==> src/rtl/ptmr_pkg.sv <==
package ptmr_pkg;

   typedef enum logic [1:0] {
      CK_SLOW = 2'b00,
      CK_MID  = 2'b01,
      CK_FAST = 2'b10,
      CK_EXT  = 2'b11
   } clk_sel_e;

   typedef enum logic [1:0] {
      MD_INTERVAL = 2'b00,
      MD_FREE_A   = 2'b01,
      MD_FREE_B   = 2'b10,
      MD_PWM      = 2'b11
   } mode_e;

   typedef struct packed {
      clk_sel_e clk_sel;
      mode_e    mode;
      logic     ovf_en;
      logic     match_en;
   } ctrl_t;

   localparam int unsigned ADDR_CTRL = 0;
   localparam int unsigned ADDR_DATA = 1;
   localparam int unsigned ADDR_CNT  = 2;

   localparam int unsigned CTRL_W = 8;

endpackage

==> src/rtl/ptmr_prescaler.sv <==
module ptmr_prescaler #(
   parameter int unsigned PRE_W    = 12,
   parameter int unsigned TAP_FAST = 3,
   parameter int unsigned TAP_MID  = 8,
   parameter int unsigned TAP_SLOW = 12
) (
   input  logic       clk,
   input  logic       rst_n,
   output logic [2:0] ticks
);

   localparam int unsigned NTAP = 3;
   localparam int unsigned TAP_LOG [NTAP] = '{TAP_SLOW, TAP_MID, TAP_FAST};

   logic [PRE_W-1:0] div_q;

   always_ff @(posedge clk) begin
      if (!rst_n) begin
         div_q <= '0;
      end else begin
         div_q <= div_q + 1'b1;
      end
   end

   for (genvar i = 0; i < NTAP; i++) begin : g_tap
      assign ticks[i] = &div_q[TAP_LOG[i]-1:0];
   end

endmodule

==> src/rtl/ptmr_edge_sync.sv <==
module ptmr_edge_sync #(
   parameter int unsigned STAGES = 2
) (
   input  logic clk,
   input  logic rst_n,
   input  logic async_in,
   output logic rise
);

   logic [STAGES:0] sync_q;

   always_ff @(posedge clk) begin
      if (!rst_n) begin
         sync_q <= '0;
      end else begin
         sync_q <= {sync_q[STAGES-1:0], async_in};
      end
   end

   assign rise = sync_q[STAGES-1] & ~sync_q[STAGES];

endmodule

==> src/rtl/ptmr_core.sv <==
module ptmr_core
   import ptmr_pkg::*;
#(
   parameter int unsigned DW = 8
) (
   input  logic          clk,
   input  logic          rst_n,
   input  logic          tick,
   input  logic          clr,
   input  mode_e         mode,
   input  logic [DW-1:0] data,
   output logic [DW-1:0] cnt,
   output logic          match_evt,
   output logic          ovf_evt,
   output logic          pwm_out
);

   localparam logic [DW-1:0] CNT_TOP = '1;

   logic [DW-1:0] cnt_q;
   logic          at_match;
   logic          at_top;
   logic          is_interval;
   logic          live_tick;

   assign at_match    = (cnt_q == data);
   assign at_top      = (cnt_q == CNT_TOP);
   assign is_interval = (mode == MD_INTERVAL);
   assign live_tick   = tick & ~clr;

   always_ff @(posedge clk) begin
      if (!rst_n) begin
         cnt_q <= '0;
      end else if (clr) begin
         cnt_q <= '0;
      end else if (tick) begin
         if (is_interval && at_match) begin
            cnt_q <= '0;
         end else begin
            cnt_q <= cnt_q + 1'b1;
         end
      end
   end

   assign match_evt = live_tick & at_match;
   assign ovf_evt   = live_tick & at_top & ~is_interval;
   assign pwm_out   = (mode == MD_PWM) && (cnt_q < data);
   assign cnt       = cnt_q;

endmodule

==> src/rtl/ptmr_regs.sv <==
module ptmr_regs
   import ptmr_pkg::*;
#(
   parameter int unsigned DW = 8,
   parameter int unsigned AW = 2
) (
   input  logic          clk,
   input  logic          rst_n,
   input  logic          bus_sel,
   input  logic          bus_wr,
   input  logic [AW-1:0] bus_addr,
   input  logic [DW-1:0] bus_wdata,
   output logic [DW-1:0] bus_rdata,
   input  logic [DW-1:0] cnt,
   input  logic          match_evt,
   input  logic          ovf_evt,
   input  logic          ovf_ack,
   output ctrl_t         ctrl,
   output logic [DW-1:0] data,
   output logic          clr_pulse,
   output logic          match_flag,
   output logic          ovf_pend
);

   localparam logic [AW-1:0] A_CTRL = AW'(ADDR_CTRL);
   localparam logic [AW-1:0] A_DATA = AW'(ADDR_DATA);
   localparam logic [AW-1:0] A_CNT  = AW'(ADDR_CNT);

   ctrl_t         ctrl_q;
   logic [DW-1:0] data_q;
   logic          flag_q;
   logic          pend_q;
   logic          wr_ctrl;
   logic          wr_data;
   logic          rd_ctrl;
   logic [CTRL_W-1:0] ctrl_view;

   assign wr_ctrl = bus_sel &  bus_wr & (bus_addr == A_CTRL);
   assign wr_data = bus_sel &  bus_wr & (bus_addr == A_DATA);
   assign rd_ctrl = bus_sel & ~bus_wr & (bus_addr == A_CTRL);

   always_ff @(posedge clk) begin
      if (!rst_n) begin
         ctrl_q <= '0;
      end else if (wr_ctrl) begin
         ctrl_q <= ctrl_t'({bus_wdata[7:4], bus_wdata[2:1]});
      end
   end

   always_ff @(posedge clk) begin
      if (!rst_n) begin
         data_q <= '0;
      end else if (wr_data) begin
         data_q <= bus_wdata;
      end
   end

   always_ff @(posedge clk) begin
      if (!rst_n) begin
         flag_q <= 1'b0;
      end else if (match_evt) begin
         flag_q <= 1'b1;
      end else if (wr_ctrl && !bus_wdata[0]) begin
         flag_q <= 1'b0;
      end
   end

   always_ff @(posedge clk) begin
      if (!rst_n) begin
         pend_q <= 1'b0;
      end else if (ovf_evt && ctrl_q.ovf_en) begin
         pend_q <= 1'b1;
      end else if (ovf_ack || rd_ctrl) begin
         pend_q <= 1'b0;
      end
   end

   assign ctrl_view = {ctrl_q.clk_sel, ctrl_q.mode, 1'b0,
                       ctrl_q.ovf_en, ctrl_q.match_en, flag_q};

   always_comb begin
      unique case (bus_addr)
         A_CTRL:  bus_rdata = DW'(ctrl_view);
         A_DATA:  bus_rdata = data_q;
         A_CNT:   bus_rdata = cnt;
         default: bus_rdata = '0;
      endcase
   end

   assign ctrl       = ctrl_q;
   assign data       = data_q;
   assign clr_pulse  = wr_ctrl & bus_wdata[3];
   assign match_flag = flag_q;
   assign ovf_pend   = pend_q;

endmodule

==> src/rtl/prescaled_timer.sv <==
module prescaled_timer
   import ptmr_pkg::*;
#(
   parameter int unsigned DW          = 8,
   parameter int unsigned AW          = 2,
   parameter int unsigned PRE_W       = 12,
   parameter int unsigned TAP_FAST    = 3,
   parameter int unsigned TAP_MID     = 8,
   parameter int unsigned TAP_SLOW    = 12,
   parameter int unsigned SYNC_STAGES = 2
) (
   input  logic          clk,
   input  logic          rst_n,
   input  logic          bus_sel,
   input  logic          bus_wr,
   input  logic [AW-1:0] bus_addr,
   input  logic [DW-1:0] bus_wdata,
   output logic [DW-1:0] bus_rdata,
   input  logic          ext_clk_pin,
   input  logic          ovf_ack,
   output logic          irq_match,
   output logic          irq_ovf,
   output logic          pwm_out
);

   if (DW < CTRL_W) begin : g_bad_dw
      $error("prescaled_timer: DW must be at least the control width");
   end
   if (AW < 2) begin : g_bad_aw
      $error("prescaled_timer: AW must cover three registers");
   end
   if (TAP_FAST == 0 || TAP_FAST >= TAP_MID || TAP_MID >= TAP_SLOW
       || TAP_SLOW > PRE_W) begin : g_bad_tap
      $error("prescaled_timer: taps must rise strictly and fit the divider");
   end
   if (SYNC_STAGES < 2) begin : g_bad_sync
      $error("prescaled_timer: at least two synchroniser stages needed");
   end

   logic [2:0]    pre_ticks;
   logic          ext_rise;
   logic [3:0]    tick_src;
   logic          count_en;
   ctrl_t         ctrl_q;
   logic [DW-1:0] data_q;
   logic [DW-1:0] cnt;
   logic          clr_pulse;
   logic          match_evt;
   logic          ovf_evt;
   logic          match_flag;
   logic          ovf_pend;

   ptmr_prescaler #(
      .PRE_W   (PRE_W),
      .TAP_FAST(TAP_FAST),
      .TAP_MID (TAP_MID),
      .TAP_SLOW(TAP_SLOW)
   ) u_pre (
      .clk  (clk),
      .rst_n(rst_n),
      .ticks(pre_ticks)
   );

   ptmr_edge_sync #(
      .STAGES(SYNC_STAGES)
   ) u_sync (
      .clk     (clk),
      .rst_n   (rst_n),
      .async_in(ext_clk_pin),
      .rise    (ext_rise)
   );

   assign tick_src = {ext_rise, pre_ticks};
   assign count_en = tick_src[ctrl_q.clk_sel];

   ptmr_core #(
      .DW(DW)
   ) u_core (
      .clk      (clk),
      .rst_n    (rst_n),
      .tick     (count_en),
      .clr      (clr_pulse),
      .mode     (ctrl_q.mode),
      .data     (data_q),
      .cnt      (cnt),
      .match_evt(match_evt),
      .ovf_evt  (ovf_evt),
      .pwm_out  (pwm_out)
   );

   ptmr_regs #(
      .DW(DW),
      .AW(AW)
   ) u_regs (
      .clk       (clk),
      .rst_n     (rst_n),
      .bus_sel   (bus_sel),
      .bus_wr    (bus_wr),
      .bus_addr  (bus_addr),
      .bus_wdata (bus_wdata),
      .bus_rdata (bus_rdata),
      .cnt       (cnt),
      .match_evt (match_evt),
      .ovf_evt   (ovf_evt),
      .ovf_ack   (ovf_ack),
      .ctrl      (ctrl_q),
      .data      (data_q),
      .clr_pulse (clr_pulse),
      .match_flag(match_flag),
      .ovf_pend  (ovf_pend)
   );

   assign irq_match = match_flag & ctrl_q.match_en;
   assign irq_ovf   = ovf_pend;

endmodule

==> config.mk <==
export PLATFORM = sky130hd
export DESIGN_NAME = prescaled_timer
export DESIGN_NICKNAME = d
export VERILOG_FILES = /design/src/rtl/ptmr_pkg.sv /design/src/rtl/ptmr_prescaler.sv /design/src/rtl/ptmr_edge_sync.sv /design/src/rtl/ptmr_core.sv /design/src/rtl/ptmr_regs.sv /design/src/rtl/prescaled_timer.sv
export SDC_FILE = /design/constraint.sdc
export NUM_CORES = 1
export LEC_CHECK = 0
export ABC_CLOCK_PERIOD_IN_PS = 4700
export BUFFER_PORTS_ARGS = -buffer_cell sky130_fd_sc_hd__clkbuf_2
export CAP_MARGIN = 30
export CORE_ASPECT_RATIO = 0.8
export CORE_MARGIN = 5
export CORE_UTILIZATION = 45
export CTS_CLUSTER_SIZE = 10
export DETAILED_ROUTE_END_ITERATION = 10
export PLACE_DENSITY = 0.74
export SYNTH_ARGS = -nofsm -noshare
export SYNTH_HDL_FRONTEND = slang
export SYNTH_HIERARCHICAL = 1
export SYNTH_SLANG_ARGS = --single-unit
==> constraint.sdc <==
create_clock -name clk -period 4.7 [get_ports clk]
set_input_delay 0.705 -clock clk [delete_from_list [all_inputs] [get_ports clk]]
set_output_delay 0.705 -clock clk [all_outputs]
set_load 0.02 [all_outputs]
==> impl_metrics.csv, run 1 <==
group,metric,value,unit
synthesis,ys_top_cells_by_area,"dfxtp_1, mux2i_1, ha_1",
timing,grt_setup_unrepaired,"no",
global_routing,grt_pass1_vias,1507,
cts,cts.path.max_buffers,2,
timing,fin_skew,0.007523,ns
power,p_leak,0.9142,nW
synthesis,ys_warn_count,6,
global_routing,grt_pass1_wl,6782,µm
synthesis,yosysMostFrequentCell,"dfxtp_1",
placement,port_buffers,26,
run,cap_viol_max_count,0,
cts,path_clk_slew,0.08,ns
timing,hold_viol_final,0,
cts,root_buffer,"clkbuf_8",
cts,clk-insertion-delay-late,0.29,ns
detailed_routing,drc_errors,0,
layout,post-route-util,51.11,%
floorplan,die_height,70.64,µm
power,power-per-cell-area,281.5,mW/mm²
global_routing,gr-usage-all-layers,13.80,%
detailed_routing,drtIter0Drc,114,
synthesis,ys.flop_type,"dfxtp_1",
synthesis,seq_area_frac_synth,37.75,%
critical_path,endpoint_kind,"primary output",
power,power,649.4,µW
synthesis,synth_nets,248,
critical_path,startpoint_type,"register",
min_path,hp-class,"reg -> reg",
placement,dpl.cell_count,298,
global_routing,antenna_found_initial,0,
critical_path,required,3.99,ns
cts,hold_buffers,0,
cts,post_cts_resized,0,
synthesis,synth_area_leader_cell,"dfxtp_1",
critical_path,critical_path_arrival,2.07,ns
synthesis,synth_cell_types,40,
floorplan,die_x,85.80,µm
cts,cts_made_buffers,5,
floorplan,ios,27,
timing,slew_headroom,58.01,%
synthesis,synth_common_cells,"dfxtp_1, nand2_1, mux2i_1, nor2_1, inv_1",
floorplan,rows,22,
floorplan,initial_core_util,45.81,%
synthesis,synth_edf_count,0,
floorplan,fp.dieArea,0.006060,mm²
global_routing,overflow,0,
timing,period_share,59.05,%
detailed_routing,drt_first_pass_iters,4,
critical_path,criticalPathCategory,"reg -> out",
placement,hpwlAfterDp,2973,µm
timing,slew_viol_final,0,
global_routing,grt_max_degree,35,
cts,cts_max_level,2,
synthesis,yosysTopAreaCellShare,37.75,%
layout,final_cells,305,
timing,worst_slew_pin_slew,0.6298,ns
layout,drive_gt1_share,18.37,%
synthesis,async_reset_ff_share,0,%
detailed_routing,wirelength,3934,µm
detailed_routing,ant_nets,0,
cts,post_cts_buffers,0,
layout,synthToLayoutAreaGrowth,11.55,%
synthesis,synth_area_per_cell,9.359,µm²
synthesis,syn_inst,221,
detailed_routing,via_per_inst,5.210,
layout,antennaDiodeCount,0,
cts,cts_tree,"yes",
synthesis,synth_seq_cells,39,
timing,clock.fmax,360.3,MHz
synthesis,syn_area,0.002068,mm²
placement,gp_congestion,0.8845,
power,ir_worst_vdd,0.1679,mV
timing,setup_viol,0,
detailed_routing,vias,1589,
timing,period_needed,2.775,ns
layout,layout.nets,272,
timing,tns,0,ns
floorplan,core,0.004514,mm²
critical_path,worst-path-max-fanout,3,
cts,clock_sinks,39,
detailed_routing,wire_per_inst,12.90,µm
outcome,outcome,"complete, no violations",
## cell usage in the layout, fill, tap and decap left out, drive strengths merged
| cell | instances |
|---|---|
| dfxtp | 39 |
| nand2 | 31 |
| clkbuf | 31 |
| mux2i | 23 |
| nor2 | 14 |
| inv | 13 |
| ha | 11 |
| a21oi | 10 |
| o2bb2ai | 8 |
| and2 | 7 |
| nand3 | 7 |
| o21ai | 6 |
| xor2 | 5 |
| nand4 | 5 |
| xnor2 | 4 |
| nor3 | 3 |
| o31ai | 3 |
| or4 | 3 |
| or3 | 3 |
| and4 | 2 |
| mux4 | 1 |
| bufinv | 1 |
| clkinvlp | 1 |
| and3 | 1 |
| o211ai | 1 |
| a21boi | 1 |
| a2111oi | 1 |
| o311ai | 1 |
| nor4 | 1 |
| clkinv | 1 |
| nand2b | 1 |
| and2b | 1 |
| and4bb | 1 |
| nand4b | 1 |
| nor4b | 1 |
| nand3b | 1 |
| nor2b | 1 |
## per-stage QoR
step,area (µm²),hold WS [ns],setup WS (ns)
2_1_floorplan,2068,0.4118,2.010
3_3_place_gp,2201,0.4139,2.201
3_5_place_dp,2201,0.4255,2.217
4_1_cts,2307,0.4438,1.899
5_1_grt,2307,0.4614,1.724
6_report,2307,0.4393,1.925
## worst max-delay path, cell delays in order (launching register included)
cell and delay (ns):
dfxtp_1 0.38, inv_1 0.06, ha_1 0.28, a21oi_1 0.13
o21ai_0 0.08, a2111oi_0 0.57, clkbuf_2 0.27
## cells by family (layout without fill, tap and decap cells)
kind of cell | after synthesis | count (layout) | synth area share, %
AOI/OAI and AO/OA | 31 | 31 | 10.77
xor gates and xnor gates | 9 | 9 | 3.811
DFF | 39 | 39 | 37.75
adders and majority gates | 11 | 11 | 6.654
muxes | 24 | 24 | 12.22
and+or+nand+nor | 84 | 84 | 22.75
buffers and inverters | 23 | 47 | 6.050
## registers in the layout, indices dropped and copies added, names as in the netlist
register	flops
u_pre/div_q	12
u_core/cnt	8
u_regs/data	8
u_regs/ctrl	6
u_sync/sync_q	3
u_regs/match_flag	1
u_regs/ovf_pend	1
## layer usage
metal | GRT usage (%) | wire length (µm) | vias to the layer above
met4 | 4.218 | 38 | 0
li1 | - | - | 827
met2 | 20.26 | 1622 | 31
met3 | 3.376 | 156 | 4
met5 | 0 | 0 | -
met1 | 19.90 | 2117 | 727
## final cells by class
class                      instances  area (µm²)
sequential                        39       780.7
multi-input combinational        159        1162
tap                               60       75.07
fill                             437        2207
clock buffer                       5       68.82
clock inverter                     2       37.54
timing repair buffer              26       130.1
inverter                          14       52.55
## final timing paths
| path | startpoint | to | slack [ns] | cells past startpoint |
|---|---|---|---|---|
| hold / removal | u_sync/sync_q[0] | u_sync/sync_q[1] | 0.44 | 1 |
| hold reg to reg | u_sync/sync_q[0] | u_sync/sync_q[1] | 0.44 | 1 |
| setup / recovery | u_regs/data[1] | pwm_out | 1.92 | 6 |
| setup reg to reg | u_pre/div_q[0] | u_core/cnt[3] | 2.41 | 7 |
## power breakdown
part | internal, mW | switching, mW
clock | 0.155 | 0.112
combinational | 0.0176 | 0.0235
sequential | 0.336 | 0.00504
Power figures use the tool's default switching activity.
==> run 2: changes to the inputs <==
Settings changed: ABC_CLOCK_PERIOD_IN_PS 4700 to 2400, PLACE_DENSITY 0.74 to 0.76.
Clock period 4.7 ns to 2.4 ns, I/O delays scaled along.
==> impl_metrics.csv, run 2 (synthesis gave the netlist of run 1 again) <==
group,metric,value,unit
outcome,outcome,"complete, no violations",
detailed_routing,drt_first_pass_iters,4,
detailed_routing,drc_errors,0,
power,ir_worst_vdd,0.3639,mV
timing,fin_skew,0.003190,ns
detailed_routing,ant_nets,0,
layout,drive_gt1_share,21.51,%
timing,tns,0,ns
critical_path,r2r.worst_path.cells,7,
detailed_routing,vias,1655,
placement,dpl.cell_count,304,
critical_path,worst-path-max-fanout,4,
detailed_routing,wirelength,4329,µm
layout,fin_area,0.002342,mm²
layout,n_fill_cell,437,
detailed_routing,via_per_inst,5.322,
timing,setup_viol,0,
critical_path,critical_path_arrival,1.90,ns
detailed_routing,wire_per_inst,13.92,µm
layout,layout.nets,278,
floorplan,ios,27,
timing,period_needed,2.263,ns
placement,hpwlAfterDp,3223,µm
critical_path,r2r-end,"u_core/cnt[3]",
cts,hold_buffers,0,
run,cap_viol_max_count,0,
floorplan,rows,22,
cts,cts_max_level,2,
global_routing,grt_pass1_vias,1544,
global_routing,grt_max_degree,31,
floorplan,die_x,85.80,µm
critical_path,reg2reg_slack,0.21,ns
layout,post-route-util,51.88,%
power,power-per-cell-area,507.3,mW/mm²
detailed_routing,drtIter0Drc,175,
cts,cts_tree,"yes",
global_routing,antenna_found_initial,0,
critical_path,required,2.04,ns
cts,cts.path.max_buffers,2,
global_routing,overflow,0,
layout,synthToLayoutAreaGrowth,13.25,%
cts,clk-insertion-delay-late,0.29,ns
placement,postPlaceCellArea,0.002246,mm²
layout,largest_reg_flops,12,
critical_path,r2r-start,"u_pre/div_q[0]",
layout,final_cell_mix,"dfxtp_1, nand2_1, clkbuf_2, mux2i_1, nor2_1",
placement,port_buffers,26,
cts,clock_sinks,39,
critical_path,crit_path_start,"u_core/cnt[7]",
global_routing,grt_pass1_wl,7334,µm
timing,slew_headroom,72.24,%
global_routing,gr-usage-all-layers,15.10,%
min_path,hp-class,"in -> reg",
power,p_leak,0.9445,nW
placement,gp_congestion,0.8408,
layout,antennaDiodeCount,0,
floorplan,core,0.004514,mm²
timing,clock.fmax,442.0,MHz
cts,path_clk_slew,0.07,ns
layout,top_register,"u_pre/div_q",
critical_path,crit_end,"pwm_out",
critical_path,startpoint_type,"register",
timing,hold_viol_final,0,
floorplan,fp.dieArea,0.006060,mm²
timing,slew_viol_final,0,
floorplan,initial_core_util,45.81,%
cts,root_buffer,"clkbuf_8",
timing,fin_hold_ws,0.2694,ns
cts,cts_made_buffers,5,
critical_path,criticalPathCategory,"reg -> out",
critical_path,endpoint_kind,"primary output",
timing,worst_slew_pin_slew,0.4155,ns
timing,grt_setup_unrepaired,"no",
layout,final_cells,311,
floorplan,die_height,70.64,µm
timing,period_share,94.28,%
layout,final_common_cell,"dfxtp_1",
-- run 2: cell types whose count changed in the layout (fill, tap and decap cells not counted) --
cell | previous run | this run
clkbuf_8 | 5 | 6
a2111oi_0 | 1 | 0
a2111oi_2 | 0 | 1
clkinv_2 | 0 | 1
o21ai_1 | 0 | 1
clkinvlp_4 | 1 | 0
buf_4 | 0 | 6
bufinv_16 | 1 | 0
dfxtp_1 | 39 | 37
o21ai_0 | 6 | 5
dfxtp_2 | 0 | 2
-- run 2: worst min path at each step --
stage | from | slack (ns) | cells past startpoint | end
final | ext_clk_pin | 0.27 | 2 | u_sync/sync_q[0]
after detailed placement | u_sync/sync_q[0] | 0.43 | 1 | u_sync/sync_q[1]
after floorplan | u_sync/sync_q[0] | 0.41 | 1 | u_sync/sync_q[1]
after global placement | u_sync/sync_q[0] | 0.41 | 1 | u_sync/sync_q[1]
after global routing | ext_clk_pin | 0.27 | 2 | u_sync/sync_q[0]
after CTS | ext_clk_pin | 0.26 | 2 | u_sync/sync_q[0]
-- run 2: layer usage --
layer	GRT usage (%)	share of wire (%)	up-vias
met5	0	0	-
met4	5.800	1.0	0
met3	4.075	4.1	5
met2	21.72	44	33
met1	21.44	51	782
li1	-	-	835
-- run 2: stage by stage --
| step | power (mW) | worst slack (ns) |
|---|---|---|
| floorplan | 0.7404 | 0.05544 |
| global placement | 0.7647 | 0.3157 |
| detailed placement | 0.7670 | 0.2207 |
| CTS | 1.204 | 0.01951 |
| global route | 1.245 | 0.01490 |
| finish | 1.188 | 0.1374 |
-- run 2: cell type report --
| type | count | area, µm² | area share, % |
|---|---|---|---|
| multi-input cells | 159 | 1169 | 49.89 |
| flip-flops and latches | 39 | 783.3 | 33.44 |
| repair buffers | 32 | 175.2 | 7.479 |
| clock buffers | 6 | 82.58 | 3.526 |
| well taps | 60 | 75.07 | 3.205 |
| inverters | 14 | 52.55 | 2.244 |
| clock inverters | 1 | 5.005 | 0.2137 |
-- run 2: where the power goes --
| group | switching [mW] | leakage (nW) | internal (mW) |
|---|---|---|---|
| Clock | 0.210 | 0.0470 | 0.225 |
| Sequential | 0.0100 | 0.317 | 0.659 |
| Combinational | 0.0484 | 0.581 | 0.0359 |
| Total | 0.269 | 0.944 | 0.920 |
-- run 2: worst max-delay path: stages (launching register included) --
cell	delay, ns
dfxtp_1	0.42
ha_1	0.28
and4_1	0.22
a2111oi_2	0.38
buf_4	0.17
clkbuf_2	0.16
-- run 2: repair_timing --
item	CTS	global route
resized for setup	1	4
setup endpoints to repair	1	1
hold endpoints to repair	0	0
cloned	0	0
buffers inserted	0	0
pin swaps	1	1
